===== src/rtl/mbc_pkg.sv =====
package mbc_pkg;
  typedef enum logic [1:0] {
    ST_IDLE = 2'd0,
    ST_ADDR = 2'd1,
    ST_DATA = 2'd2
  } bus_st_e;
endpackage


===== src/rtl/mbc_seq.sv =====
module mbc_seq
  import mbc_pkg::*;
#(
  parameter int DATA_CYCLES = 2
) (
  input  logic    clk_i,
  input  logic    rst_ni,
  input  logic    req_i,
  output bus_st_e st_o,
  output logic    accept_o,
  output logic    done_o,
  output logic    busy_o
);
  localparam int CNT_W = (DATA_CYCLES > 1) ? $clog2(DATA_CYCLES) : 1;
  localparam logic [CNT_W-1:0] LAST = CNT_W'(DATA_CYCLES - 1);

  bus_st_e        st_q, st_d;
  logic [CNT_W-1:0] cnt_q;

  assign accept_o = (st_q == ST_IDLE) && req_i;
  assign done_o   = (st_q == ST_DATA) && (cnt_q == LAST);
  assign busy_o   = (st_q != ST_IDLE);
  assign st_o     = st_q;

  always_comb begin
    st_d = st_q;
    unique case (st_q)
      ST_IDLE: if (req_i) st_d = ST_ADDR;
      ST_ADDR: st_d = ST_DATA;
      ST_DATA: if (cnt_q == LAST) st_d = ST_IDLE;
      default: st_d = ST_IDLE;
    endcase
  end

  always_ff @(posedge clk_i or negedge rst_ni) begin
    if (!rst_ni) begin
      st_q  <= ST_IDLE;
      cnt_q <= '0;
    end else begin
      st_q <= st_d;
      if (st_q == ST_DATA) cnt_q <= cnt_q + 1'b1;
      else                 cnt_q <= '0;
    end
  end

  p_done_in_cycle_r9: assert property (@(posedge clk_i) disable iff (!rst_ni)
    done_o |-> busy_o);
  p_done_to_idle_r9: assert property (@(posedge clk_i) disable iff (!rst_ni)
    done_o |=> !busy_o);
  p_accept_only_idle_r10: assert property (@(posedge clk_i) disable iff (!rst_ni)
    accept_o |=> (busy_o && !accept_o));
endmodule


===== src/rtl/mbc_addr_path.sv =====
module mbc_addr_path #(
  parameter int EXT_W = 20,
  parameter int AD_W  = 16
) (
  input  logic             clk_i,
  input  logic             rst_ni,
  input  logic             accept_i,
  input  logic [EXT_W-1:0] addr_i,
  output logic [AD_W-1:0]  lo_o,
  output logic [EXT_W-AD_W-1:0] hi_o
);
  logic [EXT_W-1:0] addr_q;

  always_ff @(posedge clk_i or negedge rst_ni) begin
    if (!rst_ni)       addr_q <= '0;
    else if (accept_i) addr_q <= addr_i;
  end

  assign lo_o = addr_q[AD_W-1:0];
  assign hi_o = addr_q[EXT_W-1:AD_W];
endmodule


===== src/rtl/mbc_data_path.sv =====
module mbc_data_path #(
  parameter int AD_W = 16
) (
  input  logic            clk_i,
  input  logic            rst_ni,
  input  logic            accept_i,
  input  logic            done_i,
  input  logic            wide_i,
  input  logic            we_i,
  input  logic [AD_W-1:0] wdata_i,
  input  logic [AD_W-1:0] ad_i,
  output logic            we_o,
  output logic [AD_W-1:0] wr_data_o,
  output logic [AD_W-1:0] wr_oe_o,
  output logic [AD_W-1:0] rdata_o
);
  localparam int LANES = AD_W / 8;

  logic            wide_q, we_q;
  logic [AD_W-1:0] wdata_q, rdata_q;
  logic [AD_W-1:0] rd_view;

  always_ff @(posedge clk_i or negedge rst_ni) begin
    if (!rst_ni) begin
      wide_q  <= 1'b0;
      we_q    <= 1'b0;
      wdata_q <= '0;
    end else if (accept_i) begin
      wide_q  <= wide_i;
      we_q    <= we_i;
      wdata_q <= wdata_i;
    end
  end

  // lane 0 always active; upper lanes only for wide access
  for (genvar l = 0; l < LANES; l++) begin : g_lane
    logic lane_on;
    assign lane_on = (l == 0) || wide_q;
    assign wr_oe_o  [l*8 +: 8] = {8{lane_on}};
    assign wr_data_o[l*8 +: 8] = lane_on ? wdata_q[l*8 +: 8] : 8'h00;
    assign rd_view  [l*8 +: 8] = lane_on ? ad_i[l*8 +: 8]    : 8'h00;
  end

  always_ff @(posedge clk_i or negedge rst_ni) begin
    if (!rst_ni)              rdata_q <= '0;
    else if (done_i && !we_q) rdata_q <= rd_view;
  end

  assign we_o    = we_q;
  assign rdata_o = rdata_q;

  p_rdata_hold_r8: assert property (@(posedge clk_i) disable iff (!rst_ni)
    !done_i |=> $stable(rdata_o));
endmodule


===== src/rtl/mux_bus_ctrl.sv =====
module mux_bus_ctrl
  import mbc_pkg::*;
#(
  parameter int ADDR_W      = 24,
  parameter int EXT_W       = 20,
  parameter int AD_W        = 16,
  parameter int DATA_CYCLES = 2
) (
  input  logic                  clk_i,
  input  logic                  rst_ni,
  input  logic                  req_i,
  input  logic [ADDR_W-1:0]     addr_i,
  input  logic                  wide_i,
  input  logic                  we_i,
  input  logic [AD_W-1:0]       wdata_i,
  output logic                  busy_o,
  output logic                  done_o,
  output logic [AD_W-1:0]       rdata_o,
  output logic [EXT_W-AD_W-1:0] ext_addr_o,
  output logic [AD_W-1:0]       ad_o,
  output logic [AD_W-1:0]       ad_oe_o,
  input  logic [AD_W-1:0]       ad_i,
  output logic                  ale_o,
  output logic                  adv_no,
  output logic                  rd_no,
  output logic                  wr_no,
  output logic                  port_sel_o
);
  localparam int HI_W = EXT_W - AD_W;

  bus_st_e          st;
  logic             accept, we_q;
  logic [AD_W-1:0]  addr_lo, wr_data, wr_oe;
  logic [HI_W-1:0]  addr_hi;
  logic             unused_hi_addr;

  assign unused_hi_addr = ^addr_i[ADDR_W-1:EXT_W];

  mbc_seq #(.DATA_CYCLES(DATA_CYCLES)) u_seq (
    .clk_i    (clk_i),
    .rst_ni   (rst_ni),
    .req_i    (req_i),
    .st_o     (st),
    .accept_o (accept),
    .done_o   (done_o),
    .busy_o   (busy_o)
  );

  mbc_addr_path #(.EXT_W(EXT_W), .AD_W(AD_W)) u_addr (
    .clk_i    (clk_i),
    .rst_ni   (rst_ni),
    .accept_i (accept),
    .addr_i   (addr_i[EXT_W-1:0]),
    .lo_o     (addr_lo),
    .hi_o     (addr_hi)
  );

  mbc_data_path #(.AD_W(AD_W)) u_data (
    .clk_i     (clk_i),
    .rst_ni    (rst_ni),
    .accept_i  (accept),
    .done_i    (done_o),
    .wide_i    (wide_i),
    .we_i      (we_i),
    .wdata_i   (wdata_i),
    .ad_i      (ad_i),
    .we_o      (we_q),
    .wr_data_o (wr_data),
    .wr_oe_o   (wr_oe),
    .rdata_o   (rdata_o)
  );

  always_comb begin
    ad_o       = '0;
    ad_oe_o    = '0;
    ale_o      = 1'b0;
    rd_no      = 1'b1;
    wr_no      = 1'b1;
    unique case (st)
      ST_ADDR: begin
        ale_o   = 1'b1;
        ad_o    = addr_lo;
        ad_oe_o = '1;
      end
      ST_DATA: begin
        if (we_q) begin
          wr_no   = 1'b0;
          ad_o    = wr_data;
          ad_oe_o = wr_oe;
        end else begin
          rd_no   = 1'b0;
        end
      end
      default: ;
    endcase
  end

  assign adv_no     = !busy_o;
  assign port_sel_o = !busy_o;
  assign ext_addr_o = busy_o ? addr_hi : '0;

  p_adv_held_r4: assert property (@(posedge clk_i) disable iff (!rst_ni)
    (!adv_no && !done_o) |=> !adv_no);
  p_adv_release_r4: assert property (@(posedge clk_i) disable iff (!rst_ni)
    done_o |=> adv_no);
  p_ext_stable_r2: assert property (@(posedge clk_i) disable iff (!rst_ni)
    (!adv_no && !done_o) |=> $stable(ext_addr_o));
  p_ale_pulse_r3: assert property (@(posedge clk_i) disable iff (!rst_ni)
    ale_o |=> (!ale_o && !adv_no));
  p_idle_release_r6: assert property (@(posedge clk_i) disable iff (!rst_ni)
    port_sel_o |-> (ad_oe_o == '0 && adv_no && rd_no && wr_no));
  p_read_float_r8: assert property (@(posedge clk_i) disable iff (!rst_ni)
    !rd_no |-> (ad_oe_o == '0 && wr_no));
  p_no_restart_r10: assert property (@(posedge clk_i) disable iff (!rst_ni)
    (busy_o && !done_o) |=> !ale_o);
endmodule


===== config.mk =====
export PLATFORM = sky130hd
export DESIGN_NAME = mux_bus_ctrl
export DESIGN_NICKNAME = d
export VERILOG_FILES = /design/src/rtl/mbc_pkg.sv /design/src/rtl/mbc_seq.sv /design/src/rtl/mbc_addr_path.sv /design/src/rtl/mbc_data_path.sv /design/src/rtl/mux_bus_ctrl.sv
export SDC_FILE = /design/constraint.sdc
export NUM_CORES = 1
export LEC_CHECK = 0
export BUFFER_PORTS_ARGS = -buffer_cell sky130_fd_sc_hd__buf_4
export CAP_MARGIN = 20
export CORE_MARGIN = 1
export CORE_UTILIZATION = 40
export DETAILED_ROUTE_END_ITERATION = 10
export GPL_TIMING_DRIVEN = 0
export PLACE_DENSITY = 0.68
export SYNTH_ARGS = -nofsm -noshare
export SYNTH_HDL_FRONTEND = slang
export SYNTH_HIERARCHICAL = 1
export SYNTH_SLANG_ARGS = --single-unit

===== constraint.sdc =====
create_clock -name clk_i -period 1.9 [get_ports clk_i]
set_input_delay 0.38 -clock clk_i [delete_from_list [all_inputs] [get_ports clk_i]]
set_output_delay 0.38 -clock clk_i [all_outputs]
set_load 0.01 [all_outputs]

Word-level counts from Yosys, hierarchy flattened
Index checks and enable logic that the tools add are counted. Widths: inputs -> output; s select.

Bits in registers: 57. Input bits: 61. Output and inout bits: 59. Logic and storage cells: 36.

Add/sub/neg operators: 1. Equal/unequal tests: 4. Multiplexer cells: 16. Reductions and logical operators: 8.

Operators with widths (count): $pmux 16 s2 (2); $mux 16 (2); $mux 8 (2); $mux 1 (6); $pmux 2 s3 (1); $mux 2 (2); $mux 4 (1); $logic_and 1x1->1 (3); $eq 2x1->1 const B (1); $eq 2x2->1 const B (1); $logic_not 1->1 (2); $logic_not 2->1 (1); $ne 2x1->1 const B (1); $ne 2x2->1 const B (1); $reduce_and 2->1 (1); $reduce_bool 2->1 (1); $add 1x1->1 const B (1).

Longest topological paths before layout
Gate-level depths: netlist (run 1).

Word-level depth: 3. Depth in mapped cells: 6. Mapped depth without buffers: 4.

By module
The synthesis (run 1) kept the hierarchy.

Modules (own cells, without submodules): mbc_data_path (times used 1, cells each 124, area an instance 1575.3 um^2); mbc_addr_path (times used 1, cells each 42, area an instance 823.3 um^2); mux_bus_ctrl (times used 1, cells each 92, area an instance 580.6 um^2); mbc_seq (times used 1, cells each 11, area an instance 127.6 um^2).

Worst setup path after synthesis (run 1)
OpenSTA, ideal clock, no wires.

Kind: register to register. From: register u_seq.st_q[0] (netlist: u_seq/st_o[0]). To: register u_data.wdata_q[10]. Arrival time: 1.656 ns. Slack: 0.119 ns. Stages on the path, launching flop included: 6. Path buffers: 2. Period minus slack after synthesis: 1.781 ns. Path through: dfrtp_1 > or2_4 > nor2_1 > buf_2 > buf_4 > mux2_2.

Longest elaborated chain between the ends: 2.

RTL lines: start, declared (line mbc_seq.sv:17) `bus_st_e st_q, st_d;`; start signal, assigned (line mbc_seq.sv:40) `st_q <= st_d;`; $logic_not 2->1 (line mbc_seq.sv:20) `assign accept_o = (st_q == ST_IDLE) && req_i;`; $logic_and 1x1->1 (line mbc_seq.sv:20); via accept (line mux_bus_ctrl.sv:32) `logic accept, we_q;`; end signal, assigned (line mbc_data_path.sv:31) `wdata_q <= wdata_i;`; end, declared (line mbc_data_path.sv:20) `logic [AD_W-1:0] wdata_q, rdata_q;`.

The timed path passes the listed nets, and every way through them passes these cells. A chain may end at the register's enable or synchronous reset.

Worst setup path in the final report (run 1)
From: register u_seq.st_q[0] (netlist: u_seq/st_o[0]). To: output port ad_o[11].

Longest elaborated chain between the ends: 2. Elaborated cells on any way between the ends: 3. Those cells by class: eq/ne: 2; mux: 1.

RTL lines: $eq 2x2->1 or $eq 2x1->1 (tied branches) (line mux_bus_ctrl.sv:79) `unique case (st)`; $pmux 16 s2 (*) (line mux_bus_ctrl.sv:79); end, declared (line mux_bus_ctrl.sv:20) `output logic [AD_W-1:0] ad_o,`.

Mark *: on every way between the ends. The rest lies on a longest branch, timed or not.

==> flow_summary.toml, run 1 <==
[route]
wirelength_um = 7890
dr_total_vias = 2473
drt-wirelength-per-cell_um = 15.4
detail-route-antenna-nets = 0
highest_layer = "met4"
drc = 0
route.met2.wl_um = 4010
firstDrtPassIters = 4
drt-initial-drc-count = 83
wl_met1_um = 3380
wl_met3_um = 335
vias_per_cell = 4.82

[timing]
period_needed_ps = 2010
maxSlewViolCount = 0
holdWs_ps = 96.8
max_slew_margin = 0.513
finalHoldViolCount = 0
worst_slack_ps = -106
fin_crit_sh = 1.06
finClkSkew_ps = 9.90
worstMarginPinSlew_ps = 730
max_freq_mhz = 499
rsz0062_at_grt = "true"
setup_viol = 32

[placement]
pre_cts_ws_ps = -198
hpwl_um = 5360
io_buffers = 115
gp_routability_congestion = 0.773
placed_area_um2 = 4120

[power]
p_sw_frac = 0.352
p_per_area_nw_per_um2 = 1670
total_power_mw = 7.83
power.net_switching_mw = 2.76
pwr-share-seq = 0.281
ir_drop_uv = 846
p_comb_frac = 0.557
p_int_mw = 5.07
power_frac_clock = 0.162
p_leak_nw = 2.23

[clocking]
cts_buffers = 9
htree_levels = 3
clkLatencyLatePin_ps = 330
cts_tree = "done"
clk_pin_slew_ps = 70
clock-sinks = 57
root_buffer = "clkbuf_8"
clockBufferDepth = 2

[setup_path]
cp-end-kind = "output port"
cp_data_arrival_time_ps = 1630
critPathMaxFanout = 6
start_kind = "flop"
crit_required_ps = 1520
crit_type = "flop to output port"

[die]
fp.dieH_um = 90.1
core_um2 = 7370
ios = 120
initial_utilization = 0.422
fp.dieW_um = 90.1
dieArea_um2 = 8120
fp-row-count = 31

[cells_and_area]
mostFrequentLayoutCells = "buf_4, dfrtp_1, nor2_1"
fin_util = 0.637
nets = 474
drive_gt1_frac = 0.626
stdcell_area_um2 = 4690
multi_input_area_um2 = 1480
layout.area.seq_um2 = 1430
fill_cells = 617
area_growth_pct = 51.0
final_common_cell = "buf_4"
diodes = 0

[synth]
avgSynthCellArea_um2 = 11.5
ys_seq_elements = 57
muxShareOfSynthArea = 0.219
synth.distinct_cells = 24
synth_adder_area_share = 0.0161
synthSimpleGateAreaFrac = 0.0894
ys_seq_area_frac = 0.459
synth_xor_area_frac = 0
syn_area_um2 = 3110
netlist_instances = 269
synth_top_family_by_area = "multiplexers"
ys_warn_count = 6
synth_compound_area_frac = 0.0801

[global_routing]
grt_start_max_net_pins = 58
gr-total-overflow = 0
grtUsageTotal = 0.198
grt_pass1_wl_um = 12600
grt_pass1_vias = 2522
antenna_found_initial = 0

[status]
violations = "setup timing"
status = "complete, but fails checks"

[flow_run]
cap_violations = 0

[min_path]
hp-class = "input port to async pin"
==> critical path, stage by stage (launching register included) <==
cell	delay [ps]
dfrtp_2	440
buf_6	140
ha_4	200
buf_6	140
a32oi_2	160
nor2_1	70
buf_4	150
==> synth_stat cells <==
library cell,count,area share
nand2_1,9,0.011
mux2i_1,8,0.026
buf_8,2,0.0097
buf_2,7,0.011
nand2b_1,1,0.0020
nor3b_2,1,0.0040
nor2b_1,1,0.0020
a21o_2,1,0.0028
buf_4,27,0.065
inv_1,13,0.016
ha_1,4,0.016
nor2_1,34,0.041
or2_4,1,0.0028
mux2_2,24,0.087
a32oi_1,16,0.045
and2_1,12,0.024
buf_6,8,0.029
nor3b_1,1,0.0024
dfrtp_1,57,0.46
clkbuf_1,2,0.0024
a31oi_1,16,0.032
mux2_4,22,0.11
conb_1,1,0.0012
clkbuf_2,1,0.0016
==> kinds of logic (layout without fill, tap and decap cells) <==
logic type / Yosys count / after routing
buffers and inverters: 60 / 198
AOI/OAI and AO/OA: 33 / 33
adders and majority gates: 4 / 4
and+or+nand+nor: 60 / 60
DFF: 57 / 57
muxes: 54 / 54
other: 1 / 8
==> stage by stage <==
stage	TNS, ps	cells
final	-2450	513
after global routing	-4700	513
after CTS	-2810	512
after detailed placement	-2510	490
after global placement	-2260	490
after floorplan	0	276
==> worst paths after layout <==
| path | from | end | slack [ps] | cells after the start |
|---|---|---|---|---|
| worst max-delay path | u_seq/st_o[0] | ad_o[11] | -110 | 6 |
| worst min-delay path | rst_ni | u_data/rdata_o[0] | 100 | 1 |
| worst max register to register | u_seq/st_o[1] | u_data/wdata_q[4] | 60 | 6 |
| worst min register to register | u_seq/cnt_q | u_seq/cnt_q | 440 | 1 |
| max in group asynchronous | rst_ni | u_data/g_lane[1].lane_on | 1270 | 1 |
| min in group clk_i | addr_i[13] | u_addr/addr_q[13] | 270 | 2 |
==> routing by layer <==
layer | track usage | vias up
li1 | - | 1175
met1 | 0.253 | 1210
met2 | 0.322 | 72
met3 | 0.0440 | 16
met4 | 0.0833 | 0
met5 | 0 | -
==> layout make-up <==
class | instances | share of cell area
Clock inverter | 5 | 0.0168
Timing Repair Buffer | 127 | 0.214
Buffer | 42 | 0.0821
Tap cell | 99 | 0.0264
Clock buffer | 11 | 0.0301
Multi-Input combinational cell | 159 | 0.314
Inverter | 13 | 0.0109
Sequential cell | 57 | 0.305
==> power by group through the flow <==
| stage | clock network, mW | logic (mW) | registers [mW] |
|---|---|---|---|
| after floorplan | 0 | 2.37 | 2.20 |
| after global placement | 0 | 3.64 | 2.18 |
| after detailed placement | 0 | 3.71 | 2.21 |
| after CTS | 1.30 | 4.13 | 2.18 |
| after global routing | 1.36 | 4.68 | 2.29 |
| final | 1.27 | 4.37 | 2.20 |
==> flip-flops by register name, indices dropped and copies added (netlist names) <==
register / cells
u_addr/addr_q: 20
u_data/g_lane.lane_on: 1
u_data/rdata_o: 16
u_data/wdata_q: 16
u_data/we_o: 1
u_seq/cnt_q: 1
u_seq/st_o: 2
==> timing repair <==
item,CTS,global route
cloned,2,1
pin swaps,8,24
hold buffers,0,0
resized for setup,36,20
endpoints found under the setup margin,43,46
setup buffers,7,2
Power figures use the tool's default switching activity.
==> run 2, diff against run 1 <==
Settings changed: GPL_TIMING_DRIVEN 0 to unset.
==> flow_summary.toml, run 2 (synthesis results as in run 1) <==
[status]
status = "complete, but fails checks"
violations = "setup timing"

[timing]
fin_crit_sh = 1.05
worst_slack_ps = -100
worstMarginPinSlew_ps = 730
finClkSkew_ps = 5.38
rsz0062_at_grt = "true"
max_slew_margin = 0.513
setup_viol = 36
finalHoldViolCount = 0
maxSlewViolCount = 0
period_needed_ps = 2000
holdWs_ps = 113
max_freq_mhz = 500

[die]
core_um2 = 7370
fp-row-count = 31
fp.dieH_um = 90.1
dieArea_um2 = 8120
initial_utilization = 0.422
ios = 120
fp.dieW_um = 90.1

[clocking]
cts_tree = "done"
cts_hold_buf = 0
clockBufferDepth = 2
htree_levels = 3
clock-sinks = 57
clkLatencyLatePin_ps = 320
cts_buffers = 9
root_buffer = "clkbuf_8"
clk_pin_slew_ps = 70

[setup_path]
max_stage_delay_ps = 410
cpLargestDelayFamily = "buffers and inverters"
path_buf_inv = 4
rrSetupSlack_ps = 30
start_kind = "flop"
cp_data_arrival_time_ps = 1620
startpoint = "u_seq/st_o[1]"
crit_type = "flop to output port"
critPathMaxFanout = 10
cp-end-kind = "output port"
crit_path_end = "ad_o[11]"
rr_endpoint = "u_addr/addr_q[8]"
cp_slowest_cell = "dfrtp_1"
r2r_cells = 6
crit_required_ps = 1520
crit_cells = 7
r2r_start = "u_seq/st_o[1]"
crit_path_cell_trace = "buf_6 -> inv_4 -> ha_4 -> buf_8 -> a32oi_1 -> nor2_1 -> buf_4"

[route]
drt-wirelength-per-cell_um = 15.5
wirelength_um = 7420
drc = 0
vias_per_cell = 4.83
firstDrtPassIters = 4
detail-route-antenna-nets = 0
dr_total_vias = 2315
drt-initial-drc-count = 112

[placement]
gp_routability_congestion = 0.765
io_buffers = 115
pre_cts_ws_ps = -30.5
hpwl_um = 4820

[global_routing]
grtUsageTotal = 0.182
grt_start_max_net_pins = 58
antenna_found_initial = 0
gr-total-overflow = 0
grt_pass1_wl_um = 11500
grt_pass1_vias = 2231

[min_path]
hp-class = "input port to async pin"

[cells_and_area]
largest-register = "u_addr/addr_q"
drive_gt1_frac = 0.566
nets = 440
mostFrequentLayoutCells = "buf_4, dfrtp_1, nor2_1"
diodes = 0
final_common_cell = "buf_4"
largest_register_ffs = 20
area_growth_pct = 40.1

[flow_run]
cap_violations = 0

[power]
p_leak_nw = 2.07
ir_drop_uv = 907
p_per_area_nw_per_um2 = 1690
run 2: routing by layer:
layer | global-route usage | part of all wire
met5 | 0 | 0
met4 | 0.0672 | 0.020
met3 | 0.0474 | 0.049
met2 | 0.297 | 0.49
met1 | 0.233 | 0.44
run 2: metrics by stage:
| step | power (mW) | instance area, um2 | cells | utilization | setup TNS (ps) |
|---|---|---|---|---|---|
| global route | 7.80 | 4350 | 479 | 0.590 | -4330 |
| floorplan | 4.56 | 3130 | 276 | - | 0 |
| detailed placement | 5.52 | 3880 | 456 | 0.527 | -68.2 |
| finish | 7.36 | 4350 | 479 | 0.590 | -1720 |
| global placement | 5.42 | 3880 | 456 | 0.527 | -11.1 |
| CTS | 7.31 | 4290 | 478 | 0.582 | -1570 |
run 2: layout make-up:
cell class | instances | area, um2
inverter | 13 | 51.3
fill | 653 | 3020
sequential | 57 | 1430
clock buffer | 12 | 165
tap | 99 | 124
timing repair buffer | 135 | 1120
clock inverter | 4 | 97.6
multi-input combinational | 159 | 1370
run 2: power breakdown:
group          switching [mW]  total (mW)  internal, mW
registers               0.389        2.22          1.83
logic                    1.64        3.68          2.04
clock network           0.486        1.47         0.979
total                    2.52        7.36          4.84
run 2: worst min path at each step:
stage,from,end,slack [ps],cells past startpoint
4_1_cts,rst_ni,u_data/rdata_o[0],130,1
6_report,rst_ni,u_data/rdata_o[0],110,1
5_1_grt,rst_ni,u_data/rdata_o[0],150,1
3_5_place_dp,u_seq/cnt_q,u_seq/cnt_q,440,1
3_3_place_gp,u_seq/cnt_q,u_seq/cnt_q,430,1
2_1_floorplan,rst_ni,u_addr/addr_q[0],80,0
run 2: what timing repair did:
action / 4_1_cts / 5_1_grt
gates resized for setup: 22 / 9
gates cloned: 2 / 1
buffers inserted: 4 / 0
pin swaps: 20 / 8
endpoints found under the setup margin: 33 / 50
endpoints found under the hold margin: 0 / 0
==> run 3, diff against run 2 <==
Settings changed: MAX_ROUTING_LAYER set to met4.
==> flow_summary.toml, run 3 (synthesis results as in run 1) <==
[clocking]
clock-sinks = 57
cts_hold_buf = 0
clkLatencyLatePin_ps = 330
root_buffer = "clkbuf_8"
cts_tree = "done"
clockBufferDepth = 2
htree_levels = 3
cts_buffers = 9
clk_pin_slew_ps = 70

[cells_and_area]
fill_cells = 652
area_growth_pct = 40.2
nets = 440
largest_register_ffs = 20
stdcell_area_um2 = 4360
drive_gt1_frac = 0.566
final_common_cell = "buf_4"
largest-register = "u_addr/addr_q"
multi_input_area_um2 = 1370
diodes = 0
layout.area.seq_um2 = 1430
instances_no_fill = 479
mostFrequentLayoutCells = "buf_4, dfrtp_1, nor2_1"
fin_util = 0.591

[setup_path]
cp_data_arrival_time_ps = 1620
start_kind = "flop"
startpoint = "u_seq/st_o[1]"
crit_type = "flop to output port"
critPathMaxFanout = 10
r2r_start = "u_seq/st_o[1]"
cp-end-kind = "output port"
rrSetupSlack_ps = 30
crit_required_ps = 1520

[global_routing]
grt_busiest_layer = "met2"
met2_usage = 0.295
antenna_found_initial = 0
grt_start_max_net_pins = 58
grt_pass1_vias = 2225
grtUsageTotal = 0.188
grt_use_met3 = 0.0465
grt_pass1_wl_um = 11500
use_met1 = 0.237
gr-total-overflow = 0

[route]
vias_per_cell = 4.82
drt-initial-drc-count = 114
detail-route-antenna-nets = 0
firstDrtPassIters = 4
drc = 0
drt-wirelength-per-cell_um = 15.4
dr_total_vias = 2309
wirelength_um = 7390

[timing]
finClkSkew_ps = 5.23
max_slew_margin = 0.511
setup_viol = 36
finalHoldViolCount = 0
worst_slack_ps = -95.5
period_needed_ps = 2000
rsz0062_at_grt = "true"
worstMarginPinSlew_ps = 733
fin_crit_sh = 1.05
holdWs_ps = 97.5
max_freq_mhz = 501
maxSlewViolCount = 0

[placement]
dp_cells = 456
hpwl_um = 4820
io_buffers = 115
gp_routability_congestion = 0.775
placed_area_um2 = 3880

[die]
dieArea_um2 = 8120
fp.dieW_um = 90.1
fp-row-count = 31
core_um2 = 7370
ios = 120
initial_utilization = 0.422
fp.dieH_um = 90.1

[status]
violations = "setup timing"
status = "complete, but fails checks"

[min_path]
hp-class = "input port to async pin"

[power]
ir_drop_uv = 908
p_per_area_nw_per_um2 = 1690
p_leak_nw = 2.07

[flow_run]
cap_violations = 0
## run 3: cell counts in the layout (fill, tap and decap cells not counted)
No cell type changed its count.
## run 3: stage by stage
step	setup TNS [ps]	power, mW	worst slack [ps]
floorplan	0	4.56	119
global placement	-11.1	5.42	-9.01
detailed placement	-68.2	5.52	-30.5
CTS	-1570	7.31	-77.9
global route	-4340	7.82	-170
finish	-1800	7.37	-95.5
## run 3: path summary, 6_finish.rpt
kind,to,cells past startpoint
min in group clk_i,u_addr/addr_q[13],2
worst max-delay path,ad_o[11],7
worst max register to register,u_addr/addr_q[8],6
worst min register to register,u_seq/cnt_q,1
max in group asynchronous,u_data/g_lane[1].lane_on,1
worst min-delay path,u_data/rdata_o[0],1
## run 3: metal layers
metal | vias to the layer above | share of wire
li1 | 1103 | -
met1 | 1124 | 0.44
met2 | 71 | 0.49
met3 | 11 | 0.050
met4 | 0 | 0.019
met5 | - | 0
## run 3: cell type report
cell class	count	area share
Tap cell	99	0.0284
Multi-Input combinational cell	159	0.314
Sequential cell	57	0.328
Inverter	13	0.0118
Timing Repair Buffer	135	0.257
Clock inverter	4	0.0224
Clock buffer	12	0.0379
## run 3: worst max-delay path, cell delays in order, from the launching register on
cell and delay, ps:
dfrtp_1 410, buf_6 140, inv_4 50, ha_4 200, buf_8 150, a32oi_1 60, nor2_1 130, buf_4 140
## run 3: what timing repair did
action                     4_1_cts  5_1_grt
pin swaps                       20        9
buffers inserted                 4        0
cloned                           2        1
setup endpoints to repair       33       50
resized for setup               22       10
## run 3: power by group
group / internal [mW] / switching (mW) / total [mW]
registers: 1.83 / 0.384 / 2.21
logic: 2.05 / 1.64 / 3.69
clock network: 0.979 / 0.487 / 1.47
